$ cat src/rtl/rbm_pkg.sv
package rbm_pkg;
  // strobes from the control FSM to the pointer datapath
  typedef struct packed {
    logic       frameLoad;   // a new frame begins at curPage
    logic       byteTake;    // store the presented byte
    logic       ovfSet;      // boundary reached, frame aborted
    logic       statusLatch; // good end: capture status byte
    logic       hdrWrite;    // emit one header byte
    logic [1:0] hdrIdx;      // which header byte
    logic       commit;      // last header byte, advance curPage
  } rbmCtl_t;
endpackage

$ cat src/rtl/rbm_ctrl.sv
module rbm_ctrl
  import rbm_pkg::*;
(
  input  logic    clk,
  input  logic    rst_n,
  input  logic    rxStart,
  input  logic    rxValid,
  input  logic    rxEnd,
  input  logic    rxBad,
  input  logic    linkHit,
  output rbmCtl_t ctl
);
  typedef enum logic [1:0] {ST_IDLE, ST_DATA, ST_DROP, ST_HDR} rbmState_t;

  rbmState_t state, stateNx;
  logic [1:0] hdrCnt;

  always_comb begin
    ctl     = '0;
    stateNx = state;
    case (state)
      ST_IDLE: begin
        if (rxStart) begin
          ctl.frameLoad = 1'b1;
          stateNx       = ST_DATA;
        end
      end
      ST_DATA: begin
        if (rxEnd) begin
          if (rxBad) begin
            stateNx = ST_IDLE;           // rollback: curPage untouched
          end else begin
            ctl.statusLatch = 1'b1;
            stateNx         = ST_HDR;
          end
        end else if (rxValid) begin
          ctl.byteTake = 1'b1;
          if (linkHit) begin
            ctl.ovfSet = 1'b1;
            stateNx    = ST_DROP;
          end
        end
      end
      ST_DROP: begin
        if (rxEnd) stateNx = ST_IDLE;
      end
      ST_HDR: begin
        ctl.hdrWrite = 1'b1;
        ctl.hdrIdx   = hdrCnt;
        if (hdrCnt == 2'd3) begin
          ctl.commit = 1'b1;
          stateNx    = ST_IDLE;
        end
      end
      default: stateNx = ST_IDLE;
    endcase
  end

  always_ff @(posedge clk) begin
    if (!rst_n) begin
      state  <= ST_IDLE;
      hdrCnt <= 2'd0;
    end else begin
      state  <= stateNx;
      hdrCnt <= (state == ST_HDR) ? hdrCnt + 2'd1 : 2'd0;
    end
  end
endmodule

$ cat src/rtl/rbm_dpath.sv
module rbm_dpath
  import rbm_pkg::*;
#(
  parameter int PAGE_W = 8,
  parameter int OFFS_W = 8
) (
  input  logic                     clk,
  input  logic                     rst_n,
  input  rbmCtl_t                  ctl,
  input  logic [7:0]               rxData,
  input  logic [7:0]               rxStatus,
  input  logic                     ovfClear,
  input  logic [PAGE_W-1:0]        ringStart,
  input  logic [PAGE_W-1:0]        ringStop,
  input  logic [PAGE_W-1:0]        hostBound,
  output logic                     linkHit,
  output logic [PAGE_W+OFFS_W-1:0] memAddr,
  output logic [7:0]               memData,
  output logic                     memWe,
  output logic [PAGE_W-1:0]        curPage,
  output logic                     pktDone,
  output logic                     ovfFlag
);
  localparam int CNT_W = 16;
  localparam logic [OFFS_W-1:0] LAST_OFF = '1;
  localparam logic [OFFS_W-1:0] DATA_OFF = OFFS_W'(4);
  localparam logic [CNT_W-1:0]  HDR_LEN  = CNT_W'(4);

  logic [PAGE_W-1:0] firstPage, wrPage;
  logic [OFFS_W-1:0] wrOff;
  logic [CNT_W-1:0]  byteCnt;
  logic [7:0]        statusReg;

  logic [PAGE_W-1:0] wrInc, wrNext, endNext;
  logic [7:0]        hdrByte;

  // ring successor of the page being written
  always_comb begin
    wrInc   = wrPage + PAGE_W'(1);
    wrNext  = (wrInc == ringStop) ? ringStart : wrInc;
    linkHit = (wrOff == LAST_OFF) && (wrNext == hostBound);
    endNext = (wrOff == '0) ? wrPage : wrNext;
    case (ctl.hdrIdx)
      2'd0:    hdrByte = statusReg;
      2'd1:    hdrByte = 8'(endNext);
      2'd2:    hdrByte = byteCnt[7:0];
      default: hdrByte = byteCnt[15:8];
    endcase
  end

  always_ff @(posedge clk) begin
    if (!rst_n) begin
      curPage   <= ringStart;
      firstPage <= '0;
      wrPage    <= '0;
      wrOff     <= '0;
      byteCnt   <= '0;
      statusReg <= '0;
      memAddr   <= '0;
      memData   <= '0;
      memWe     <= 1'b0;
      pktDone   <= 1'b0;
      ovfFlag   <= 1'b0;
    end else begin
      memWe   <= 1'b0;
      pktDone <= ctl.commit;
      if (ctl.frameLoad) begin
        firstPage <= curPage;
        wrPage    <= curPage;
        wrOff     <= DATA_OFF;
        byteCnt   <= HDR_LEN;
      end
      if (ctl.byteTake) begin
        memAddr <= {wrPage, wrOff};
        memData <= rxData;
        memWe   <= 1'b1;
        byteCnt <= byteCnt + CNT_W'(1);
        if (wrOff == LAST_OFF) begin
          wrPage <= wrNext;
          wrOff  <= '0;
        end else begin
          wrOff <= wrOff + OFFS_W'(1);
        end
      end
      if (ctl.statusLatch) statusReg <= rxStatus;
      if (ctl.hdrWrite) begin
        memAddr <= {firstPage, OFFS_W'(ctl.hdrIdx)};
        memData <= hdrByte;
        memWe   <= 1'b1;
      end
      if (ctl.commit) curPage <= endNext;
      if (ctl.ovfSet)     ovfFlag <= 1'b1;
      else if (ovfClear)  ovfFlag <= 1'b0;
    end
  end
endmodule

$ cat src/rtl/ring_rx_mgr.sv
module ring_rx_mgr
  import rbm_pkg::*;
#(
  parameter int PAGE_W = 8,
  parameter int OFFS_W = 8
) (
  input  logic                     clk,
  input  logic                     rst_n,
  input  logic [PAGE_W-1:0]        ringStart,
  input  logic [PAGE_W-1:0]        ringStop,
  input  logic [PAGE_W-1:0]        hostBound,
  input  logic                     rxStart,
  input  logic                     rxValid,
  input  logic [7:0]               rxData,
  input  logic                     rxEnd,
  input  logic                     rxBad,
  input  logic [7:0]               rxStatus,
  input  logic                     ovfClear,
  output logic [PAGE_W+OFFS_W-1:0] memAddr,
  output logic [7:0]               memData,
  output logic                     memWe,
  output logic [PAGE_W-1:0]        curPage,
  output logic                     pktDone,
  output logic                     ovfFlag
);
  rbmCtl_t ctl;
  logic    linkHit;

  rbm_ctrl ctrl_i (
    .clk     (clk),
    .rst_n   (rst_n),
    .rxStart (rxStart),
    .rxValid (rxValid),
    .rxEnd   (rxEnd),
    .rxBad   (rxBad),
    .linkHit (linkHit),
    .ctl     (ctl)
  );

  rbm_dpath #(.PAGE_W(PAGE_W), .OFFS_W(OFFS_W)) dpath_i (
    .clk       (clk),
    .rst_n     (rst_n),
    .ctl       (ctl),
    .rxData    (rxData),
    .rxStatus  (rxStatus),
    .ovfClear  (ovfClear),
    .ringStart (ringStart),
    .ringStop  (ringStop),
    .hostBound (hostBound),
    .linkHit   (linkHit),
    .memAddr   (memAddr),
    .memData   (memData),
    .memWe     (memWe),
    .curPage   (curPage),
    .pktDone   (pktDone),
    .ovfFlag   (ovfFlag)
  );
endmodule

$ cat config.mk
export PLATFORM = sky130hd
export DESIGN_NAME = ring_rx_mgr
export DESIGN_NICKNAME = d
export VERILOG_FILES = /design/src/rtl/rbm_pkg.sv /design/src/rtl/rbm_ctrl.sv /design/src/rtl/rbm_dpath.sv /design/src/rtl/ring_rx_mgr.sv
export SDC_FILE = /design/constraint.sdc
export NUM_CORES = 1
export LEC_CHECK = 0
export BUFFER_PORTS_ARGS = -buffer_cell sky130_fd_sc_hd__buf_2
export CORE_MARGIN = 2
export CORE_UTILIZATION = 30
export DETAILED_ROUTE_END_ITERATION = 16
export SLEW_MARGIN = 5
export SYNTH_ARGS = -nofsm -noshare
export SYNTH_HDL_FRONTEND = slang
export SYNTH_SLANG_ARGS = --single-unit
$ cat constraint.sdc
create_clock -name clk -period 2.3 [get_ports clk]
set_input_delay 0.345 -clock clk [delete_from_list [all_inputs] [get_ports clk]]
set_output_delay 0.345 -clock clk [all_outputs]
set_load 0.02 [all_outputs]
==> results of run 1 <==
## registers in the layout, indices dropped and copies added, names as in the netlist
signal and flops:
dpath_i.byteCnt 16, dpath_i.curPage 8, dpath_i.ovfFlag 1, dpath_i.memAddr 16
ctrl_i.hdrCnt 2, dpath_i.statusReg 8, dpath_i.memData 8, dpath_i.wrOff 8
ctrl_i.state 2, dpath_i.firstPage 8, dpath_i.wrPage 8, dpath_i.pktDone 1
dpath_i.memWe 1
## worst max-delay path by stage
stage / from / end / depth (start not counted)
2_1_floorplan: dpath_i.wrPage[1]$_SDFF_PN0_ / ctrl_i.state[0]$_SDFFE_PN0P_ / 9
3_3_place_gp: dpath_i.wrPage[0]$_SDFF_PN0_ / ctrl_i.state[0]$_SDFFE_PN0P_ / 9
3_5_place_dp: dpath_i.wrPage[0]$_SDFF_PN0_ / dpath_i.memData[5]$_SDFFE_PN0P_ / 9
4_1_cts: dpath_i.wrPage[1]$_SDFF_PN0_ / dpath_i.memData[3]$_SDFFE_PN0P_ / 9
5_1_grt: dpath_i.wrPage[1]$_SDFF_PN0_ / dpath_i.curPage[1]$_DFFE_PP_ / 9
6_report: dpath_i.wrPage[0]$_SDFF_PN0_ / ctrl_i.state[0]$_SDFFE_PN0P_ / 8
## timing repair
item | 4_1_cts | 5_1_grt
hold endpoints to repair | 0 | 0
endpoints found under the setup margin | 14 | 17
pin swaps | 8 | 7
gates resized for setup | 15 | 17
setup buffers | 1 | 0
## cell usage in the layout (no fill, tap or decap), types with 4 or more instances in the layout
| master | netlist | routed |
|---|---|---|
| nand2_1 | 108 | 108 |
| buf_2 | 4 | 81 |
| dfxtp_1 | 79 | 75 |
| buf_4 | 1 | 55 |
| nand3_1 | 43 | 42 |
| a21oi_1 | 34 | 32 |
| nor2_1 | 26 | 26 |
| o21ai_0 | 25 | 23 |
| mux2i_1 | 24 | 21 |
| xnor2_1 | 21 | 18 |
| and2_1 | 14 | 13 |
| nor2b_1 | 13 | 13 |
| and3_1 | 15 | 13 |
| o211a_1 | 13 | 13 |
| a21boi_0 | 12 | 12 |
| xor2_1 | 11 | 10 |
| clkbuf_16 | 0 | 10 |
| nor3_1 | 9 | 9 |
| edfxtp_1 | 8 | 8 |
| or3_1 | 7 | 7 |
| inv_1 | 6 | 6 |
| o22ai_1 | 8 | 6 |
| nand4_1 | 6 | 6 |
| o211ai_1 | 6 | 6 |
| mux2_2 | 6 | 5 |
| a31oi_1 | 5 | 5 |
| a211oi_1 | 5 | 5 |
| ha_1 | 5 | 4 |
| dfxtp_2 | 0 | 4 |
## tightest hold or removal path, stage by stage
cell and delay [ns]:
buf_2 0.07, mux2i_1 0.05, nor2b_1 0.09
## per-layer routing
metal  vias to the layer above  part of all wire  global-route usage
met1                      2174              0.47               0.243
met4                         0             0.033              0.0737
met5                         -                 0                   0
met2                       136              0.46               0.287
li1                       2297                 -                   -
met3                        34             0.042              0.0309
## logic make-up (layout without fill, tap and decap cells)
group / count (synthesis) / after routing / share of synthesized area
AOI/OAI and AO/OA: 128 / 128 / 0.180
xor gates and xnor gates: 34 / 34 / 0.0669
adders and majority gates: 5 / 5 / 0.0129
buffers and inverters: 50 / 161 / 0.0438
DFF: 87 / 87 / 0.375
muxes: 30 / 30 / 0.0633
and+or+nand+nor: 258 / 258 / 0.258
## power breakdown
| group | total (mW) | switching [mW] | internal (mW) |
|---|---|---|---|
| sequential | 1.63 | 0.0440 | 1.59 |
| combinational | 0.600 | 0.341 | 0.259 |
| clock | 1.54 | 0.636 | 0.907 |
## stage by stage
| stage | TNS (ns) | setup WS, ns |
|---|---|---|
| finish | 0 | 0.0378 |
| global route | -0.141 | -0.0447 |
| CTS | 0 | 0.00108 |
| detailed placement | -0.449 | -0.0982 |
| global placement | -0.0714 | -0.0499 |
| floorplan | 0 | 0.00536 |
## cell type report
cell class              count  area, um2
flip-flops and latches     87       1830
clock inverters             5       55.1
multi-input cells         455       2980
inverters                   6       22.5
clock buffers              11        254
fillers                  1684       9620
repair buffers            139        861
well taps                 216        270
==> flow_metrics.py, run 1 <==
metrics = {
    "timing": {
        "fmax_mhz": 442,
        "slew_headroom": 0.600,
        "rsz0062_at_grt": "true",
        "setup_violations": 0,
        "tightest_slew_ns": 0.597,
        "fin_skew_ns": 0.00789,
        "fin_crit_ns": 2.26,
        "hold_violations": 0,
        "post-route-period-util": 0.984,
        "hold_ws_ns": 0.256,
        "slew_viol_final": 0,
    },
    "critical_path": {
        "crit_path_cell_trace": "buf_4, and4_4, and3_4, xnor3_2, and3_4, o41ai_4, nand3_1, o211a_1",
        "start_kind": "flop",
        "r2r-start": "dpath_i.wrPage[0]$_SDFF_PN0_",
        "worstPathRequired_ns": 2.55,
        "critPathTopFamily": "simple AND/OR/NAND/NOR gates",
        "r2r-end": "ctrl_i.state[0]$_SDFFE_PN0P_",
        "worstSetupEndpointType": "flop",
        "critPathMaxStageDelay_ns": 0.38,
        "reg2regPathDepth": 8,
        "r2r_slack_ns": 0.04,
        "slowest_stage": "o41ai_4",
        "worstSetupPathType": "flop to flop",
        "crit_top_cell": "and3_4",
        "cp.arrival_ns": 2.51,
        "crit_path_max_fanout": 6,
        "worst-path-buf-inv": 1,
    },
    "routing": {
        "vias": 4641,
        "drt-total-wl_um": 15400,
        "drt_iter0_drc": 317,
        "firstDrtPassIters": 5,
        "via_per_inst": 5.05,
        "ant_nets": 0,
        "drc": 0,
        "wire_per_inst_um": 16.8,
    },
    "global_route": {
        "track_usage": 0.180,
        "grt_pass1_vias": 4551,
        "overflow": 0,
        "antenna_found_initial": 0,
        "grt_pass1_wl_um": 24600,
        "grt_max_degree": 55,
    },
    "floorplanning": {
        "die_width_um": 131,
        "die_y_um": 131,
        "io_pins": 82,
        "rows": 46,
        "core_area_um2": 15900,
        "dieArea_um2": 17200,
        "start_util": 0.306,
    },
    "yosys": {
        "ys_seq_elements": 87,
        "synthArstFlopShare": 0,
        "syn_area_um2": 4860,
        "synthFlopType": "dfxtp_1",
        "synth_top_area_share": 0.325,
        "synth_commonest_cells": "108 x nand2_1, 79 x dfxtp_1, 43 x nand3_1",
        "synth_most_common_cell": "nand2_1",
        "synth_seq_area_share": 0.375,
        "synthesis.nets": 644,
        "yosysTopAreaCell": "dfxtp_1",
        "syn_area_per_cell_um2": 8.21,
        "synth.area.top_cells": "dfxtp_1 33%, nand2_1 8.3%, mux2i_1 4.9%, edfxtp_1 4.9%, nand3_1 4.4%",
        "synth-edff-count": 8,
        "synth_warnings": 0,
        "synth.distinct_cells": 60,
        "synthCells": 592,
    },
    "power_and_ir_drop": {
        "power_density_nw_per_um2": 602,
        "total_power_mw": 3.77,
        "p_leak_nw": 2.68,
        "vdd_drop_max_mv": 0.373,
    },
    "outcome": {
        "outcome": "completed",
    },
    "placed_design": {
        "dp.cells": 902,
        "place_congestion": 0.909,
        "portBuffers": 81,
        "place_area_um2": 5810,
        "hpwl_um": 11500,
    },
    "clock_tree": {
        "clk_path_buf_depth": 2,
        "clock_sinks": 87,
        "cts_tree": "built",
        "insertion_delay_ns": 0.35,
        "cts_max_level": 3,
        "cts_buffers": 9,
        "postCtsHoldBufs": 0,
        "cts-root-buf": "clkbuf_16",
        "clk_pin_slew_worst_paths_ns": 0.07,
    },
    "finish": {
        "layout.cells.non_filler": 919,
        "drive_above_1_share": 0.277,
        "fin_area_um2": 6270,
        "synthToLayoutAreaGrowth_pct": 28.9,
        "nNetsFinal": 750,
        "diodes": 0,
        "utilization": 0.394,
    },
    "hold_path": {
        "hold_start": "rxStatus[3]",
        "min_path_type": "primary input to flop",
        "hold_depth": 3,
        "hold_end": "dpath_i.statusReg[3]$_SDFFE_PN0P_",
    },
    "run": {
        "cap_violations": 0,
    },
}
(Power assumes the default switching activity.)
==> run 2, diff against run 1 <==
Clock period 2.3 ns to 2.5 ns, I/O delays scaled along.
==> flow_metrics.py, run 2 (synthesized netlist as in run 1, its figures left out) <==
metrics = {
    "outcome": {
        "outcome": "completed",
    },
    "critical_path": {
        "critPathMaxStageDelay_ns": 0.55,
        "worstSetupEndpointType": "flop",
        "worstSetupPathType": "flop to flop",
        "crit_path_cell_trace": "ha_2, xnor3_1, nand3_4, or4b_1, mux2i_2, or3_1, nand3_1, o211a_1",
        "reg2regPathDepth": 8,
        "r2r_slack_ns": 0.10,
        "critPathTopFamily": "simple AND/OR/NAND/NOR gates",
        "worstPathRequired_ns": 2.74,
        "crit_cells": 8,
        "start_kind": "flop",
        "crit_path_max_fanout": 5,
        "r2r-end": "ctrl_i.state[0]$_SDFFE_PN0P_",
        "cp.arrival_ns": 2.64,
        "worst-path-buf-inv": 0,
        "slowest_stage": "or4b_1",
        "r2r-start": "dpath_i.wrPage[0]$_SDFF_PN0_",
    },
    "finish": {
        "nNetsFinal": 724,
        "drive_above_1_share": 0.233,
        "diodes": 0,
        "final_cell_mix": "108 x nand2_1, 81 x buf_2, 74 x dfxtp_1",
        "synthToLayoutAreaGrowth_pct": 23.0,
        "fill_cells": 1664,
        "largest_registers": "dpath_i.byteCnt: 16 flops, dpath_i.memAddr: 16 flops",
        "seqCellArea_um2": 1830,
        "layout.cells.non_filler": 893,
        "final_common_cell": "nand2_1",
        "utilization": 0.376,
        "multi_input_area_um2": 2890,
    },
    "floorplanning": {
        "start_util": 0.306,
        "io_pins": 82,
        "core_area_um2": 15900,
        "die_y_um": 131,
        "dieArea_um2": 17200,
        "rows": 46,
        "die_width_um": 131,
    },
    "global_route": {
        "grt_pass1_vias": 4344,
        "track_usage": 0.175,
        "overflow": 0,
        "antenna_found_initial": 0,
        "grt_max_degree": 35,
        "grt_pass1_wl_um": 23800,
    },
    "placed_design": {
        "portBuffers": 81,
        "place_congestion": 0.915,
        "pre_cts_slack_ns": 0.0350,
        "hpwl_um": 11200,
        "dp.cells": 877,
    },
    "timing": {
        "tightest_slew_ns": 0.705,
        "fin_ws_ns": 0.101,
        "fmax_mhz": 417,
        "slew_headroom": 0.530,
        "post-route-period-util": 0.960,
        "hold_violations": 0,
        "fin_skew_ns": 0.00534,
        "setup_violations": 0,
        "fin_crit_ns": 2.40,
        "slew_viol_final": 0,
    },
    "power_and_ir_drop": {
        "p_leak_nw": 2.53,
        "clockPowerShare": 0.408,
        "power.share.sequential": 0.445,
        "p_switching_mw": 0.903,
        "p_int_mw": 2.48,
        "combPwrFrac": 0.147,
        "vdd_drop_max_mv": 0.371,
        "total_power_mw": 3.39,
        "swShare": 0.267,
        "power_density_nw_per_um2": 566,
    },
    "routing": {
        "drt_iter0_drc": 294,
        "ant_nets": 0,
        "firstDrtPassIters": 6,
        "drc": 0,
        "wire_per_inst_um": 16.7,
        "drt-total-wl_um": 15000,
        "vias": 4511,
        "via_per_inst": 5.05,
    },
    "clock_tree": {
        "cts-root-buf": "clkbuf_16",
        "cts_max_level": 3,
        "insertion_delay_ns": 0.34,
        "clock_sinks": 87,
        "cts_tree": "built",
        "clk_pin_slew_worst_paths_ns": 0.06,
        "clk_path_buf_depth": 2,
        "cts_buffers": 9,
    },
    "hold_path": {
        "hold_depth": 3,
        "hold_start": "rxStatus[5]",
        "hold_end": "dpath_i.statusReg[5]$_SDFFE_PN0P_",
        "min_path_type": "primary input to flop",
    },
    "run": {
        "cap_violations": 0,
    },
}
## run 2: cell types whose count changed in the layout (fill, tap and decap cells not counted), sizes merged
cell	delta
buf	-26
clkinv	-1
clkbuf	+3
inv	-1
bufinv	-1
## run 2: final cells by class
class                      count  share of cell area
sequential                    87               0.306
clock inverter                 2             0.00167
multi-input combinational    455               0.484
tap                          216              0.0452
timing repair buffer         113               0.110
inverter                       6             0.00377
clock buffer                  14              0.0494
## run 2: how the worst max path moves through the flow
stage / start / to / slack, ns
6_report: dpath_i.wrPage[0]$_SDFF_PN0_ / ctrl_i.state[0]$_SDFFE_PN0P_ / 0.10
5_1_grt: dpath_i.wrPage[0]$_SDFF_PN0_ / ctrl_i.state[0]$_SDFFE_PN0P_ / -0.01
4_1_cts: dpath_i.wrPage[1]$_SDFF_PN0_ / dpath_i.curPage[4]$_DFFE_PP_ / 0.03
3_5_place_dp: dpath_i.wrPage[1]$_SDFF_PN0_ / dpath_i.curPage[4]$_DFFE_PP_ / 0.03
3_3_place_gp: dpath_i.wrPage[2]$_SDFF_PN0_ / dpath_i.ovfFlag$_SDFFE_PN0P_ / 0.07
2_1_floorplan: dpath_i.wrPage[1]$_SDFF_PN0_ / dpath_i.curPage[7]$_DFFE_PP_ / 0.18
## run 2: power groups by stage
stage / logic, mW / registers [mW] / clock network, mW
floorplan: 0.286 / 1.54 / 0
global placement: 0.475 / 1.53 / 0
detailed placement: 0.476 / 1.54 / 0
CTS: 0.478 / 1.50 / 1.41
global route: 0.545 / 1.51 / 1.47
finish: 0.498 / 1.51 / 1.38
## run 2: layer usage
| metal | global-route usage | up-vias | share of wire |
|---|---|---|---|
| li1 | - | 2254 | - |
| met1 | 0.235 | 2104 | 0.47 |
| met2 | 0.279 | 136 | 0.46 |
| met3 | 0.0417 | 17 | 0.053 |
| met4 | 0.0525 | 0 | 0.018 |
| met5 | 0 | - | 0 |
## run 2: tightest hold or removal path, stage by stage
cell and delay (ns):
buf_2 0.07, mux2i_1 0.05, nor2b_1 0.09
## run 2: what timing repair did
action,4_1_cts,5_1_grt
resized for setup,0,17
buffers inserted,0,0
hold buffers,0,0
setup endpoints to repair,0,18
## run 2: stage by stage
stage          TNS (ns)  hold WS, ns  instance area (um2)
5_1_grt         -0.0217        0.306                 5980
6_report              0        0.290                 5980
4_1_cts               0        0.278                 5920
2_1_floorplan         0        0.444                 4860
3_3_place_gp          0        0.446                 5610
3_5_place_dp          0        0.444                 5610
==> run 3, diff against run 2 <==
Settings changed: PLACE_DENSITY from default to 0.57, REMOVE_ABC_BUFFERS from default to 1.
==> flow_metrics.py, run 3 (synthesized netlist as in run 1, its figures left out) <==
metrics = {
    "clock_tree": {
        "cts_setup_buffers": 0,
        "clock_sinks": 87,
        "cts_buffers": 9,
        "cts_max_level": 3,
        "cts-root-buf": "clkbuf_16",
        "clk_pin_slew_worst_paths_ns": 0.06,
        "clk_path_buf_depth": 2,
        "postCtsHoldBufs": 0,
        "cts_tree": "built",
        "cts_resized": 0,
        "insertion_delay_ns": 0.35,
    },
    "hold_path": {
        "min_path_type": "primary input to flop",
    },
    "critical_path": {
        "worst-path-buf-inv": 0,
        "critPathTopFamily": "simple AND/OR/NAND/NOR gates",
        "worstSetupEndpointType": "flop",
        "start_kind": "flop",
        "crit_path_cell_trace": "ha_1, xnor3_1, nand3_2, nor3b_4, nand3_4, mux2_2, mux2i_1, a21oi_1",
        "cp.arrival_ns": 2.45,
        "crit_path_max_fanout": 9,
        "worstPathRequired_ns": 2.58,
        "slowest_stage": "mux2_2",
        "critPathMaxStageDelay_ns": 0.33,
        "worstSetupPathType": "flop to flop",
    },
    "global_route": {
        "grt_max_degree": 35,
        "grt_pass1_vias": 4553,
        "track_usage": 0.179,
        "antenna_found_initial": 0,
        "overflow": 0,
        "grt_pass1_wl_um": 24500,
    },
    "routing": {
        "drt-total-wl_um": 15500,
        "via_per_inst": 5.12,
        "wire_per_inst_um": 17.2,
        "drc": 0,
        "vias": 4600,
        "drt_iter0_drc": 291,
        "ant_nets": 0,
        "firstDrtPassIters": 5,
    },
    "power_and_ir_drop": {
        "combPwrFrac": 0.154,
        "power.share.sequential": 0.451,
        "power_density_nw_per_um2": 556,
        "vdd_drop_max_mv": 0.307,
        "total_power_mw": 3.34,
        "p_switching_mw": 0.935,
        "swShare": 0.280,
        "p_leak_nw": 2.54,
        "clockPowerShare": 0.396,
        "p_int_mw": 2.40,
    },
    "finish": {
        "drive_above_1_share": 0.233,
        "synthToLayoutAreaGrowth_pct": 23.4,
        "nNetsFinal": 729,
        "final_cell_mix": "108 x nand2_1, 81 x buf_2, 77 x dfxtp_1",
        "diodes": 0,
        "largest_registers": "dpath_i.byteCnt: 16 flops, dpath_i.memAddr: 16 flops",
        "utilization": 0.378,
        "final_common_cell": "nand2_1",
    },
    "timing": {
        "hold_ws_ns": 0.292,
        "slew_headroom": 0.563,
        "post-route-period-util": 0.950,
        "fmax_mhz": 421,
        "slew_viol_final": 0,
        "hold_violations": 0,
        "rsz0062_at_grt": "true",
        "fin_skew_ns": 0.00553,
        "tightest_slew_ns": 0.656,
        "fin_crit_ns": 2.38,
        "setup_violations": 0,
    },
    "outcome": {
        "outcome": "completed",
    },
    "floorplanning": {
        "die_y_um": 131,
        "core_area_um2": 15900,
        "dieArea_um2": 17200,
        "die_width_um": 131,
        "io_pins": 82,
        "rows": 46,
        "start_util": 0.306,
    },
    "placed_design": {
        "place_congestion": 0.901,
        "hpwl_um": 11700,
        "portBuffers": 81,
    },
    "run": {
        "cap_violations": 0,
    },
}
-- run 3: cell count changes in the layout (fill, tap and decap cells not counted), sizes merged --
cell	previous run	this run
clkbuf	14	12
clkinv	2	3
clkinvlp	0	1
buf	113	118
-- run 3: final cells by class --
type | count | area (um2)
clock inverters | 4 | 30.0
well taps | 216 | 270
repair buffers | 118 | 696
clock buffers | 12 | 256
multi-input cells | 455 | 2900
inverters | 6 | 22.5
fillers | 1656 | 9890
flip-flops and latches | 87 | 1820
-- run 3: tightest hold or removal path: cells and delay by family --
kind          cells  cell delay (ns)
mux               1             0.06
simple gates      1             0.09
buf+inv           1             0.07
-- run 3: power by group through the flow --
| stage | Combinational [mW] | Clock [mW] | Sequential, mW |
|---|---|---|---|
| 6_report | 0.512 | 1.32 | 1.50 |
| 5_1_grt | 0.557 | 1.40 | 1.51 |
| 4_1_cts | 0.497 | 1.35 | 1.50 |
| 3_5_place_dp | 0.494 | 0 | 1.53 |
| 3_3_place_gp | 0.494 | 0 | 1.53 |
| 2_1_floorplan | 0.242 | 0 | 1.55 |
-- run 3: through the flow --
stage	setup WS, ns	TNS (ns)	instance area [um2]	std cells
6_report	0.125	0	6000	898
3_5_place_dp	0.0444	0	5650	882
2_1_floorplan	-1.89	-59.69	4670	548
4_1_cts	0.0373	0	5940	898
3_3_place_gp	0.134	0	5650	882
5_1_grt	-0.0126	-0.0208	6000	898
-- run 3: per-layer routing --
metal	part of all wire	vias up	global-route usage	routed length (um)
li1	-	2264	-	-
met1	0.45	2192	0.231	6970
met2	0.48	122	0.301	7500
met3	0.042	22	0.0282	650
met4	0.023	0	0.0688	355
met5	0	-	0	0
-- run 3: final timing paths --
| path | startpoint | end | slack [ns] | cells after the start |
|---|---|---|---|---|
| max reg2reg | dpath_i.wrPage[0]$_SDFF_PN0_ | dpath_i.curPage[4]$_DFFE_PP_ | 0.12 | 8 |
| max | dpath_i.wrPage[0]$_SDFF_PN0_ | dpath_i.curPage[4]$_DFFE_PP_ | 0.12 | 8 |
| min | rxStatus[3] | dpath_i.statusReg[3]$_SDFFE_PN0P_ | 0.29 | 3 |
| min reg2reg | dpath_i.memAddr[6]$_SDFFE_PP0P_ | dpath_i.memAddr[6]$_SDFFE_PP0P_ | 0.46 | 2 |
